<file path="src/rtl/gacc_pkg.sv">
package gacc_pkg;
    typedef enum logic [1:0] {
        ST_IDLE = 2'd0,
        ST_RUN  = 2'd1,
        ST_EMIT = 2'd2
    } gacc_state_e;
endpackage

</file>
<file path="src/rtl/gacc_ctrl.sv">
module gacc_ctrl
    import gacc_pkg::*;
#(
    parameter int GUARD = 4,
    parameter int LEN_W = 6
) (
    input  logic             clk,
    input  logic             rst,
    input  logic             clr,
    input  logic             smp_vld,
    input  logic [LEN_W-1:0] blk_len,
    output logic             acc_load,
    output logic             acc_add,
    output logic             emit,
    output logic             ovf
);
    localparam logic [LEN_W-1:0] LIMIT = LEN_W'(1) << GUARD;

    gacc_state_e      state_q, state_d;
    logic [LEN_W-1:0] cnt_q;
    logic [LEN_W:0]   cnt_inc;
    logic             hit_end;
    logic             accept;
    logic             ovf_q;

    assign cnt_inc = {1'b0, cnt_q} + (LEN_W+1)'(1);
    assign hit_end = (cnt_inc == {1'b0, blk_len});
    assign accept  = (state_q == ST_RUN) && smp_vld && !clr;

    // next-state logic
    always_comb begin
        state_d = state_q;
        if (clr) begin
            state_d = (smp_vld && blk_len == LEN_W'(1)) ? ST_EMIT : ST_RUN;
        end else begin
            unique case (state_q)
                ST_IDLE: state_d = ST_IDLE;
                ST_RUN:  if (smp_vld && hit_end) state_d = ST_EMIT;
                ST_EMIT: state_d = ST_IDLE;
                default: state_d = ST_IDLE;
            endcase
        end
    end

    // state, counter and sticky flag registers
    always_ff @(posedge clk) begin
        if (rst) begin
            state_q <= ST_IDLE;
            cnt_q   <= '0;
            ovf_q   <= 1'b0;
        end else begin
            state_q <= state_d;
            if (clr) begin
                cnt_q <= LEN_W'(smp_vld);
                ovf_q <= 1'b0;
            end else if (accept) begin
                cnt_q <= cnt_inc[LEN_W-1:0];
                if (cnt_q >= LIMIT) ovf_q <= 1'b1;
            end
        end
    end

    // outputs
    always_comb begin
        acc_load = clr;
        acc_add  = accept;
        emit     = (state_q == ST_EMIT);
        ovf      = ovf_q;
    end

    a_r1_reset_idle: assert property (@(posedge clk)
        rst |=> (state_q == ST_IDLE && !ovf_q));
    a_r4_clr_count: assert property (@(posedge clk) disable iff (rst)
        clr |=> (cnt_q == LEN_W'($past(smp_vld))));
    a_r5_single_pulse: assert property (@(posedge clk) disable iff (rst)
        (emit && !clr) |=> !emit);
    a_r9_ovf_sticky: assert property (@(posedge clk) disable iff (rst)
        (ovf_q && !clr) |=> ovf_q);
    a_r3_guard_limit: assert property (@(posedge clk) disable iff (rst)
        (cnt_q > LIMIT) |-> ovf_q);
endmodule

</file>
<file path="src/rtl/gacc_sum.sv">
module gacc_sum #(
    parameter int IN_W  = 12,
    parameter int GUARD = 4,
    localparam int ACC_W = IN_W + GUARD
) (
    input  logic              clk,
    input  logic              rst,
    input  logic              load,
    input  logic              add,
    input  logic              smp_vld,
    input  logic [IN_W-1:0]   smp_data,
    output logic [ACC_W-1:0]  acc
);
    logic [ACC_W-1:0] ext;
    logic [ACC_W-1:0] acc_q;

    assign ext = {{GUARD{smp_data[IN_W-1]}}, smp_data};

    always_ff @(posedge clk) begin
        if (rst)       acc_q <= '0;
        else if (load) acc_q <= smp_vld ? ext : '0;
        else if (add)  acc_q <= acc_q + ext;
    end

    assign acc = acc_q;

    a_r10_hold_sum: assert property (@(posedge clk) disable iff (rst)
        (!load && !add) |=> $stable(acc_q));
endmodule

</file>
<file path="src/rtl/gacc_requant.sv">
module gacc_requant #(
    parameter int ACC_W = 16,
    parameter int DROP  = 4,
    localparam int OUT_W = ACC_W - DROP
) (
    input  logic             clk,
    input  logic             rst,
    input  logic             rnd_mode,
    input  logic [ACC_W-1:0] acc,
    output logic [OUT_W-1:0] res
);
    localparam logic [OUT_W-1:0] MAX_CODE = {1'b0, {(OUT_W-1){1'b1}}};

    generate
        if (DROP == 0) begin : g_pass
            assign res = acc;
        end else begin : g_shift
            logic [OUT_W-1:0] trunc;
            logic [OUT_W:0]   rnd_wide;
            assign trunc    = acc[ACC_W-1:DROP];
            assign rnd_wide = {trunc[OUT_W-1], trunc} + (OUT_W+1)'(acc[DROP-1]);
            always_comb begin
                if (!rnd_mode)
                    res = trunc;
                else if (rnd_wide[OUT_W] != rnd_wide[OUT_W-1])
                    res = MAX_CODE;
                else
                    res = rnd_wide[OUT_W-1:0];
            end
        end
    endgenerate

    a_r8_no_wrap: assert property (@(posedge clk) disable iff (rst)
        !acc[ACC_W-1] |-> !res[OUT_W-1]);
endmodule

</file>
<file path="src/rtl/gacc_top.sv">
module gacc_top #(
    parameter int IN_W  = 12,
    parameter int GUARD = 4,
    parameter int DROP  = 4,
    parameter int LEN_W = GUARD + 2,
    localparam int ACC_W = IN_W + GUARD,
    localparam int OUT_W = ACC_W - DROP
) (
    input  logic             clk,
    input  logic             rst,
    input  logic             clr,
    input  logic             smp_vld,
    input  logic [IN_W-1:0]  smp_data,
    input  logic [LEN_W-1:0] blk_len,
    input  logic             rnd_mode,
    output logic             res_vld,
    output logic [OUT_W-1:0] res_data,
    output logic             ovf
);
    logic             acc_load;
    logic             acc_add;
    logic [ACC_W-1:0] acc;

    gacc_ctrl #(.GUARD(GUARD), .LEN_W(LEN_W)) ctrl_i (
        .clk(clk), .rst(rst), .clr(clr), .smp_vld(smp_vld), .blk_len(blk_len),
        .acc_load(acc_load), .acc_add(acc_add), .emit(res_vld), .ovf(ovf)
    );

    gacc_sum #(.IN_W(IN_W), .GUARD(GUARD)) sum_i (
        .clk(clk), .rst(rst), .load(acc_load), .add(acc_add),
        .smp_vld(smp_vld), .smp_data(smp_data), .acc(acc)
    );

    gacc_requant #(.ACC_W(ACC_W), .DROP(DROP)) rq_i (
        .clk(clk), .rst(rst), .rnd_mode(rnd_mode), .acc(acc), .res(res_data)
    );

    a_r1_no_result_in_reset: assert property (@(posedge clk)
        rst |=> !res_vld);
endmodule

</file>
<file path="config.mk">
export PLATFORM = sky130hd
export DESIGN_NAME = gacc_top
export DESIGN_NICKNAME = d
export VERILOG_FILES = /design/src/rtl/gacc_pkg.sv /design/src/rtl/gacc_ctrl.sv /design/src/rtl/gacc_sum.sv /design/src/rtl/gacc_requant.sv /design/src/rtl/gacc_top.sv
export SDC_FILE = /design/constraint.sdc
export NUM_CORES = 1
export LEC_CHECK = 0
export ABC_AREA = 1
export BUFFER_PORTS_ARGS = -buffer_cell sky130_fd_sc_hd__buf_2
export CORE_ASPECT_RATIO = 0.8
export CORE_UTILIZATION = 35
export DETAILED_ROUTE_END_ITERATION = 8
export PLACE_DENSITY = 0.65
export SYNTH_ARGS = -nofsm -noshare
export SYNTH_HDL_FRONTEND = slang
export SYNTH_SLANG_ARGS = --single-unit
</file>
<file path="constraint.sdc">
create_clock -name clk -period 2.3 [get_ports clk]
set_input_delay 0.345 -clock clk [delete_from_list [all_inputs] [get_ports clk]]
set_output_delay 0.345 -clock clk [all_outputs]
set_load 0.01 [all_outputs]
</file>
# After elaboration in Yosys (flattened, before gate mapping)
# Cells that the tools add are included.
# Widths: inputs -> output; s select.
[op_classes]
add_sub_neg = 3
multipliers = 0
div = 0
magnitude_cmp = 1
n_eq_ne = 6
n_shift = 0
muxes = 11
bitwise_logic = 0
reduce_logical = 8
[op_table]
columns = ["op", "n"]
rows = [
  ["$mux 16", 3],
  ["$mux 12", 2],
  ["$add 16x16->16", 1],
  ["$add 12x2->13", 1],
  ["$mux 2", 4],
  ["$add 6x1->7 const B", 1],
  ["$eq 7x6->1", 1],
  ["$eq 6x1->1 const B", 1],
  ["$ge 6x5->1 const B", 1],
  ["$logic_and 1x1->1", 4],
  ["$ne 3x3->1 const B", 1],
  ["$eq 2x1->1 const B", 1],
  ["$eq 2x2->1 const B", 1],
  ["$mux 1", 2],
  ["$reduce_and 2->1", 1],
  ["$reduce_bool 2->1", 1],
  ["$reduce_or 2->1", 1],
  ["$logic_not 1->1", 1],
  ["$ne 1x1->1", 1],
]
[totals]
ff_bits = 25
latchBits = 0
mem_bits_rw = 0
rom_bits = 0
inputBits = 23
output_inout_bits = 14
word_cells = 34
mem_count = 0

# Logic depth before layout (Yosys ltp)
# Gate-level depths: netlist (run 1).
[depth]
word_depth = 6
mapped_depth = 11
ltp_nobuf = 11

# Hierarchy
# From an unflattened synthesis (run 1), not the netlist that was laid out.
[hier_totals]
cells_unflattened = 450
area_unflattened_um2 = 2647.5
[by_module_without_submodules]
columns = ["mod", "instances", "cells_each", "area_each_um2"]
rows = [
  ["gacc_sum", 1, 271, 1625.3],
  ["gacc_ctrl", 1, 99, 599.3],
  ["gacc_requant", 1, 80, 422.9],
]

# Worst setup path after synthesis (run 1)
# No wires, ideal clock.
[synth_path]
path_type = "reg-to-output"
startpoint = "register sum_i.acc_q[4], in the netlist sum_i.acc[4]"
endpoint = "output port res_data[4]"
arrival_ns = 2.012
required_ns = 1.955
slack_ns = -0.057
path_stages_with_launch = 12
cell_sequence = "dfxtp_1 ha_1 ha_1 nand3_1 nor2_1 nand3_1 o31ai_1 inv_1 ha_1 nand2_1 clkbuf_1 o21ai_0"
[synth_via]
elab_chain_len = 4
[synth_rtl]
columns = ["item", "line", "text"]
rows = [
  ["start, declared", "gacc_sum.sv:15", "logic [ACC_W-1:0] acc_q;"],
  ["start signal, assigned", "gacc_sum.sv:21", "else if (load) acc_q <= smp_vld ? ext : '0;"],
  ["start signal, assigned", "gacc_sum.sv:22", "else if (add) acc_q <= acc_q + ext;"],
  ["$add 12x2->13 (*)", "gacc_requant.sv:21", "assign rnd_wide = {trunc[OUT_W-1], trunc} + (OUT_W+1)'(acc[DROP-1]);"],
  ["$ne 1x1->1", "gacc_requant.sv:25", "else if (rnd_wide[OUT_W] != rnd_wide[OUT_W-1])"],
  ["$mux 12 (*)", "gacc_requant.sv:25", ""],
  ["$mux 12 (*)", "gacc_requant.sv:23", "if (!rnd_mode)"],
  ["end, declared", "gacc_top.sv:17", "output logic [OUT_W-1:0] res_data,"],
]
# Mark *: on every way between the ends. The rest lies on a longest branch, timed or not.

# Final worst setup path (run 1)
[layout_path]
startpoint = "register sum_i.acc_q[3], in the netlist sum_i.acc[3]"
endpoint = "output port res_data[9]"
# The elaborated chain is that of the path after synthesis.

==> results by group, run 1 <==
Timing
  – RSZ-0062 raised after global routing: yes
  – Max-slew violations: 0
  – Slew @ Worst Pin: 427 ps
  – Peak Freq: 394 MHz
  – Period minus WS final: 2540 ps
  – Setup TNS: -1920 ps
  – Post-route setup slack: -236 ps
  – Final setup vio count: 11
  – Final Hold Vio Count: 0
  – Max_slew headroom: 0.715
  – Final worst path period share: 1.10
  – Setup clock skew after layout: 4.50 ps

Logic synthesis
  – Mapped cell area: 0.00245 sq mm
  – Syn_area_per_cell: 6.01 sq um
  – Ys async rst share: 0
  – Yosys reg bits: 25
  – Synth Net Count: 451
  – Post-synth EDFFs: 0
  – Yosys warns: 0
  – Main synth FF type: dfxtp_1
  – Cell count after synthesis: 408
  – Distinct cells, synth: 34
  – Post-synthesis sequential area ratio: 0.204

Layout
  – Post-Layout Cell Count: 539
  – Multi-input gate area: 0.00179 sq mm
  – Nets@finish: 499
  – Seq. cell area: 507 sq um
  – Area growth, synth to finish: 23.7%
  – Final core occ: 0.462
  – Share of cells above drive strength 1: 0.220
  – Layout fillers: 696
  – Antenna Diode Count: 0

Status
  – Outcome: finished, violations left
  – Failing checks: setup timing

Routing
  – Drt via density: 5.01
  – Initial DRT Pass Iterations: 4
  – Detailed-routed wire length on met3: 374 um
  – DR vias: 2700
  – Drt total wl: 6.65 mm
  – Wirelength per Cell: 12.3 um
  – Met2 WL: 2.76 mm
  – Top routing layer in use: met4
  – Iteration-0 DRC Markers: 233
  – ANT nets after route: 0
  – DRT met1 WL: 3.50 mm
  – DRC violations left: 0

Global routing
  – All-layer global routing usage: 0.189
  – Initial antenna violation count: 0
  – Gr ovfl total: 0
  – Vias in the first global route: 2403
  – Largest net degree at the start of global routing: 19
  – Global-route wire length before repair: 11.1 mm

Worst setup path
  – Worst EP required: 1960 ps
  – Max stage delay on crit path: 370 ps
  – Arrival @ worst endpoint: 2190 ps
  – Crit end category: output pin
  – Crit-path cells: ha_4 -> ha_4 -> nand3_2 -> nor2_1 -> nand3_1 -> o31ai_1 -> inv_1 -> ha_4 -> nand2_4 -> a21boi_2 -> o21ai_1 -> buf_2
  – Crit path max-delay cell type: dfxtp_4
  – Worst path most repeated cell: ha_4
  – Crit Path Max Fanout: 4
  – Critical path class: reg2out
  – WP buf/inv: 2
  – Cell family with most CP delay: adder cells
  – Startpoint types: flip-flop

Place
  – Placed insts: 531
  – Place WS: -90.9 ps
  – Hpwl dp: 5.28 mm
  – Gpl congestion: 0.843
  – # port buffers: 36

Power
  – Max IR drop VDD: 277 uV
  – Lkg Pwr: 1.53 nW
  – Power per cell area: 470 mW/mm^2

Clocking
  – Clock tree sinks: 25
  – CTS root buf: clkbuf_8
  – CTS clk-pin slew, worst paths: 90 ps
  – Clock H-tree levels: 1
  – Worst-case clock buffer depth: 2
  – TritonCTS clock tree: yes
  – CTS Buf Count: 3
  – Hold buffers post-CTS: 0
  – Clock insertion delay at the later pin of the skew report: 270 ps

Floorplanning
  – Die area: 0.00735 sq mm
  – Placeable Area: 0.00657 sq mm
  – Die Width: 95.6 um
  – Row Count: 26
  – Die H: 76.9 um
  – Initial core utilization: 0.373
  – IO Pins: 37

Run
  – Max-Cap Viols: 0

Worst hold path
  – HP Class: in2reg
==> Yosys cell counts, types with 2 or more instances <==
cell type	number	area share
inv_1	51	0.078
dfxtp_1	25	0.20
nand3b_1	8	0.024
buf_2	6	0.012
o31ai_1	2	0.0061
nand4_1	4	0.010
nand2_2	3	0.0076
nor2_2	3	0.0076
a21oi_1	44	0.090
xor2_1	4	0.014
nor3_1	6	0.012
nand3_2	3	0.012
o21ai_0	30	0.061
nor2_1	24	0.037
or2_1	3	0.0076
clkbuf_1	2	0.0031
nand2_1	107	0.16
or2_2	3	0.0076
nand3_1	34	0.069
ha_1	19	0.097
inv_2	11	0.017
o21ai_1	3	0.0061
xnor2_1	2	0.0071
==> through the flow <==
stage | area, sq um | hold slack, ps | total power [W]
3_5_place_dp | 2780 | 440 | 0.00108
5_1_grt | 3040 | 293 | 0.00154
3_3_place_gp | 2780 | 437 | 0.00107
6_report | 3040 | 292 | 0.00143
4_1_cts | 2990 | 299 | 0.00141
2_1_floorplan | 2450 | 412 | 0.000900
==> worst reg2reg max path, delay by kind of cell, from the launching register on <==
family / cells / cell delay [ps]
adders and majority gates: 2 / 610
DFF: 1 / 320
and+or+nand+nor: 8 / 610
AOI/OAI and AO/OA: 1 / 230
==> where the power goes <==
part	internal (W)	switching, W
registers	0.000468	0.0000410
clock network	0.000123	0.000151
logic	0.000272	0.000372
==> path summary, 6_finish.rpt <==
path | from | endpoint | slack [ps] | cells past startpoint
max | sum_i.acc[3]$_SDFFE_PP0P_ | res_data[9] | -240 | 12
min | rst | ctrl_i.state_q[0]$_SDFFE_PP0P_ | 290 | 2
max reg2reg | sum_i.acc[0]$_SDFFE_PP0P_ | sum_i.acc[8]$_SDFFE_PP0P_ | 440 | 11
min reg2reg | ctrl_i.ovf$_SDFFE_PP0P_ | ctrl_i.ovf$_SDFFE_PP0P_ | 450 | 2
==> cells in the final DEF, fill, tap and decap left out, types with 4 or more instances in the layout <==
cell / count
buf_2: 28
buf_4: 13
o21ai_1: 4
inv_1: 51
buf_6: 10
nand4_1: 4
nand3_1: 25
a21oi_1: 44
inv_2: 11
nand2_1: 106
o21ai_0: 29
dfxtp_1: 22
nor3_1: 6
nor2_1: 24
ha_1: 16
nand3_2: 11
nand3b_1: 8
==> cell type report <==
| cell class | instances | share of cell area |
|---|---|---|
| Clock buffer | 3 | 0.0136 |
| Tap cell | 84 | 0.0346 |
| Sequential cell | 25 | 0.167 |
| Clock inverter | 1 | 0.00247 |
| Inverter | 63 | 0.0779 |
| Timing Repair Buffer | 51 | 0.115 |
| Multi-Input combinational cell | 312 | 0.589 |
==> per-layer routing <==
| metal | global-route usage | vias up |
|---|---|---|
| met5 | 0 | - |
| met4 | 0.0209 | 0 |
| met3 | 0.0327 | 2 |
| met2 | 0.276 | 52 |
| met1 | 0.293 | 1214 |
| li1 | - | 1432 |
==> flip-flops by register name, summed over array words and instances, names as in the netlist <==
name            count
ctrl_i.state_q      2
ctrl_i.ovf          1
sum_i.acc          16
ctrl_i.cnt_q        6
==> logic make-up (layout without fill, tap and decap cells) <==
family / after synthesis / after routing / synth area share
buf+inv: 71 / 118 / 0.112
compound gates: 83 / 83 / 0.179
xor+xnor: 7 / 7 / 0.0280
fa+ha+maj: 20 / 20 / 0.105
flops: 25 / 25 / 0.204
simple gates: 202 / 202 / 0.372
==> repair_timing <==
| item | in CTS | in global routing |
|---|---|---|
| endpoints found under the setup margin | 12 | 12 |
| pin swaps | 7 | 3 |
| cloned | 1 | 0 |
| resized for setup | 27 | 7 |
| setup buffers | 3 | 0 |
No activity file was read; power rests on OpenSTA's default activity.
==> run 2, diff against run 1 <==
Settings changed: SYNTH_HIERARCHICAL set to 1.
==> results by group, run 2 <==
Timing
  – Post-route setup slack: -83.4 ps
  – Peak Freq: 420 MHz
  – Hold_ws: 298 ps
  – Max_slew headroom: 0.707
  – Final setup vio count: 9
  – Slew @ Worst Pin: 438 ps
  – Period minus WS final: 2380 ps
  – RSZ-0062 raised after global routing: yes
  – Setup clock skew after layout: 18.4 ps
  – Final Hold Vio Count: 0
  – Final worst path period share: 1.04
  – Max-slew violations: 0
  – Setup TNS: -585 ps

Worst setup path
  – Crit Path Max Fanout: 8
  – Worst R2R End: sum_i/acc[14]$_SDFFE_PP0P_
  – CP endpoint: res_data[4]
  – Reg2Reg Launch Point: sum_i/acc[0]$_SDFFE_PP0P_
  – Crit end category: output pin
  – FF-to-FF setup slack: 390 ps
  – Critical path class: reg2out
  – Crit path launch: sum_i/acc[3]$_SDFFE_PP0P_
  – Arrival @ worst endpoint: 2040 ps
  – Worst EP required: 1960 ps
  – Startpoint types: flip-flop
  – FF-to-FF path depth: 11

Floorplanning
  – Die Width: 99.2 um
  – Die H: 79.8 um
  – Initial core utilization: 0.373
  – Placeable Area: 0.00709 sq mm
  – Row Count: 27
  – IO Pins: 37
  – Die area: 0.00792 sq mm

Global routing
  – Vias in the first global route: 2580
  – Gr ovfl total: 0
  – Initial antenna violation count: 0
  – Largest net degree at the start of global routing: 29
  – Global-route wire length before repair: 12.0 mm
  – All-layer global routing usage: 0.188

Logic synthesis
  – Area leader, netlist: nand2_1
  – Main synth FF type: dfxtp_1
  – Most common library cells after synthesis: nand2_1, inv_1, nand3_1
  – Synth top area share: 0.196
  – Syn_area_per_cell: 5.88 sq um
  – Cell count after synthesis: 450
  – Synth Net Count: 493
  – Post-synthesis sequential area ratio: 0.189
  – Distinct cells, synth: 38
  – Synth top area cells: nand2_1, dfxtp_1, inv_1, ha_1, nand3_1
  – Mapped cell area: 0.00265 sq mm
  – Yosys reg bits: 25
  – Yosys warns: 6
  – Ys async rst share: 0
  – Post-synth EDFFs: 0
  – Top-count cell post-synth: nand2_1

Worst hold path
  – HP Class: in2reg

Clocking
  – TritonCTS clock tree: yes
  – Clock insertion delay at the later pin of the skew report: 280 ps
  – CTS clk-pin slew, worst paths: 100 ps
  – Clock tree sinks: 25
  – Worst-case clock buffer depth: 2
  – Clock H-tree levels: 1
  – CTS root buf: clkbuf_8
  – CTS Buf Count: 3

Layout
  – Area growth, synth to finish: 19.7%
  – Commonest non-fill, non-tap cell in the layout: nand2_1
  – Layout fillers: 761
  – Antenna Diode Count: 0
  – Design area: 0.00317 sq mm
  – Seq. cell area: 503 sq um
  – Max reg flops: 16
  – Final core occ: 0.447
  – Share of cells above drive strength 1: 0.195
  – Commonest non-fill, non-tap cells in the layout: nand2_1, inv_1, nand3_1
  – Multi-input gate area: 0.00188 sq mm
  – Nets@finish: 541

Routing
  – Iteration-0 DRC Markers: 176
  – Wirelength per Cell: 12.3 um
  – DRC violations left: 0
  – DR vias: 2963
  – Drt total wl: 7.16 mm
  – Drt via density: 5.07
  – ANT nets after route: 0
  – Initial DRT Pass Iterations: 4

Status
  – Outcome: finished, violations left
  – Failing checks: setup timing

Place
  – Post-DP Area: 0.00297 sq mm
  – # port buffers: 36
  – Hpwl dp: 5.71 mm
  – Gpl congestion: 0.902

Power
  – Lkg Pwr: 1.70 nW
  – Power, Total: 0.00138 W
  – Max IR drop VDD: 162 uV
  – Power per cell area: 434 mW/mm^2

Run
  – Max-Cap Viols: 0
-- run 2: kinds of logic after synthesis --
group	after synthesis	synth area share
buf+inv	86	0.135
flops	25	0.189
compound gates	73	0.150
simple gates	243	0.419
xor+xnor	3	0.00993
fa+ha+maj	20	0.0974
-- run 2: critical path: stages (launching register included) --
cell,delay [ps]
dfxtp_2,360
ha_4,160
ha_4,140
nand3_4,80
inv_2,70
nand2_1,50
o21ai_1,130
inv_1,90
ha_4,290
nand2_4,40
buf_6,140
o21ai_2,60
buf_2,140
-- run 2: final cells by class --
type,count,area share
clock buffers,3,0.0130
flip-flops and latches,25,0.159
inverters,77,0.0916
repair buffers,52,0.107
well taps,87,0.0344
clock inverters,1,0.00158
multi-input cells,339,0.594
-- run 2: repair_timing --
| action | CTS | global route |
|---|---|---|
| hold buffers | 0 | 0 |
| pin swaps | 5 | 5 |
| resized for setup | 24 | 2 |
| buffers inserted | 2 | 1 |
| endpoints found under the setup margin | 11 | 11 |
-- run 2: worst min-delay path by stage --
stage                            start                             end  slack, ps  depth (start not counted)
3_3_place_gp   ctrl_i/ovf$_SDFFE_PP0P_         ctrl_i/ovf$_SDFFE_PP0P_        440                          1
3_5_place_dp   ctrl_i/ovf$_SDFFE_PP0P_         ctrl_i/ovf$_SDFFE_PP0P_        450                          1
5_1_grt                            rst  ctrl_i/state_q[0]$_SDFFE_PP0P_        310                          2
4_1_cts                            rst  ctrl_i/state_q[0]$_SDFFE_PP0P_        290                          2
6_report                           rst  ctrl_i/state_q[0]$_SDFFE_PP0P_        300                          2
2_1_floorplan                      rst  ctrl_i/state_q[0]$_SDFFE_PP0P_        410                          1
-- run 2: power by group --
| group | switching, W | leakage (nW) | internal [W] | total (W) |
|---|---|---|---|---|
| combinational | 0.000371 | 1.47 | 0.000246 | 0.000616 |
| sequential | 0.0000332 | 0.207 | 0.000464 | 0.000498 |
| clock | 0.000140 | 0.0255 | 0.000121 | 0.000261 |
-- run 2: per-layer routing --
layer,up-vias,track usage,routed length (um)
met4,0,0.0515,74
li1,1553,-,-
met5,-,0,0
met1,1339,0.280,3880
met2,64,0.288,2890
met3,7,0.0149,319
-- run 2: stage by stage --
stage	setup slack (ps)	instances
6_report	-83.4	584
5_1_grt	-198	584
4_1_cts	-77.9	583
3_5_place_dp	62.7	577
3_3_place_gp	102	577
2_1_floorplan	77.0	450
==> run 3, diff against run 2 <==
Settings changed: CELL_PAD_IN_SITES_DETAIL_PLACEMENT set to 1, CELL_PAD_IN_SITES_GLOBAL_PLACEMENT set to 1, PLACE_DENSITY 0.65 to 0.85.
==> results by group, run 3 (synthesized netlist as in run 2, its figures left out) <==
Clocking
  – Clock H-tree levels: 1
  – Clock tree sinks: 25
  – TritonCTS clock tree: yes
  – CTS root buf: clkbuf_8
  – CTS Buf Count: 3
  – Worst-case clock buffer depth: 2
  – CTS clk-pin slew, worst paths: 100 ps
  – Clock insertion delay at the later pin of the skew report: 280 ps
  – Hold buffers post-CTS: 0

Layout
  – Area growth, synth to finish: 23.2%
  – Antenna Diode Count: 0
  – Max reg flops: 16
  – Commonest non-fill, non-tap cell in the layout: nand2_1
  – Nets@finish: 547
  – Layout fillers: 992
  – Multi-input gate area: 0.00191 sq mm
  – Seq. cell area: 507 sq um
  – Share of cells above drive strength 1: 0.223
  – Design area: 0.00326 sq mm
  – Commonest non-fill, non-tap cells in the layout: nand2_1, inv_1, nand3_1

Place
  – Hpwl dp: 6.93 mm
  – Gpl congestion: 0.870
  – Post-DP Area: 0.00298 sq mm
  – # port buffers: 36

Global routing
  – Global-route wire length before repair: 14.6 mm
  – Gr ovfl total: 0
  – Initial antenna violation count: 0
  – All-layer global routing usage: 0.233
  – Vias in the first global route: 3023
  – Largest net degree at the start of global routing: 29

Timing
  – Peak Freq: 408 MHz
  – Max-slew violations: 0
  – Setup TNS: -1380 ps
  – Final worst path period share: 1.06
  – Final Hold Vio Count: 0
  – RSZ-0062 raised after global routing: yes
  – Hold_ws: 296 ps
  – Setup clock skew after layout: 16.2 ps
  – Slew @ Worst Pin: 463 ps
  – Max_slew headroom: 0.691
  – Period minus WS final: 2450 ps
  – Post-route setup slack: -148 ps
  – Final setup vio count: 11

Run
  – Max-Cap Viols: 0

Power
  – Max IR drop VDD: 172 uV
  – Lkg Pwr: 1.75 nW
  – Power per cell area: 440 mW/mm^2

Floorplanning
  – Die Width: 99.2 um
  – Placeable Area: 0.00709 sq mm
  – Die H: 79.8 um
  – Row Count: 27
  – Die area: 0.00792 sq mm
  – Initial core utilization: 0.373
  – IO Pins: 37

Routing
  – DRC violations left: 0
  – DR vias: 3115
  – Top routing layer in use: met4
  – DRT met1 WL: 4.52 mm
  – Drt total wl: 9.18 mm
  – ANT nets after route: 0
  – Iteration-0 DRC Markers: 169
  – Wirelength per Cell: 15.6 um
  – Drt via density: 5.28
  – Met2 WL: 4.22 mm
  – Initial DRT Pass Iterations: 4
  – Detailed-routed wire length on met3: 318 um

Status
  – Failing checks: setup timing
  – Outcome: finished, violations left

Worst setup path
  – Arrival @ worst endpoint: 2100 ps
  – Worst path most repeated cell: ha_4
  – Crit end category: output pin
  – Startpoint types: flip-flop
  – Crit-path cells: ha_4 -> ha_4 -> nand3_4 -> inv_2 -> nand2_2 -> o21ai_2 -> inv_2 -> ha_4 -> nand2_4 -> o21ai_1 -> a21o_2 -> buf_6
  – Crit Path Max Fanout: 3
  – Worst EP required: 1960 ps
  – Max stage delay on crit path: 370 ps
  – Crit path max-delay cell type: dfxtp_2
  – Critical path class: reg2out

Worst hold path
  – HP Class: in2reg
run 3: where the power goes:
part           leakage [nW]  internal [W]  switching (W)  total [W]
Combinational          1.52      0.000263       0.000396   0.000659
Clock                0.0217      0.000123       0.000148   0.000271
Sequential            0.208      0.000465      0.0000410   0.000506
Total                  1.75      0.000851       0.000585    0.00144
run 3: worst max-delay path, delay by kind of cell, from the launching register on:
family          cells  cell delay [ps]
flops               1              370
simple gates        3              210
buf+inv             3              260
compound gates      3              410
fa+ha+maj           3              550
run 3: cell type report:
| cell class | count | share of cell area |
|---|---|---|
| Clock buffer | 3 | 0.0127 |
| Clock inverter | 1 | 0.00230 |
| Inverter | 77 | 0.0890 |
| Multi-Input combinational cell | 339 | 0.585 |
| Sequential cell | 25 | 0.155 |
| Tap cell | 87 | 0.0334 |
| Timing Repair Buffer | 58 | 0.123 |
run 3: timing repair:
action	in CTS	in global routing
gates resized for setup	21	18
endpoints found under the setup margin	11	12
pin swaps	6	8
setup buffers	5	3
gates cloned	0	0
run 3: routing by layer:
metal | vias up | global-route usage
met3 | 10 | 0.0131
met5 | - | 0
met1 | 1473 | 0.314
met2 | 77 | 0.406
li1 | 1555 | -
met4 | 0 | 0.0588
run 3: through the flow:
stage          setup slack, ps   util  power (W)  cells
6_report                  -148  0.460    0.00144    590
2_1_floorplan             77.0      -   0.000892    450
3_3_place_gp               105  0.419    0.00106    578
5_1_grt                   -237  0.460    0.00153    590
4_1_cts                   -134  0.446    0.00140    587
3_5_place_dp              9.51  0.419    0.00109    578
run 3: final timing paths:
path | startpoint | cells past startpoint | end | slack, ps
min | rst | 2 | ctrl_i/state_q[0]$_SDFFE_PP0P_ | 300
max | sum_i/acc[3]$_SDFFE_PP0P_ | 12 | res_data[2] | -150
max reg2reg | sum_i/acc[0]$_SDFFE_PP0P_ | 11 | sum_i/acc[14]$_SDFFE_PP0P_ | 380
min reg2reg | ctrl_i/ovf$_SDFFE_PP0P_ | 1 | ctrl_i/ovf$_SDFFE_PP0P_ | 490
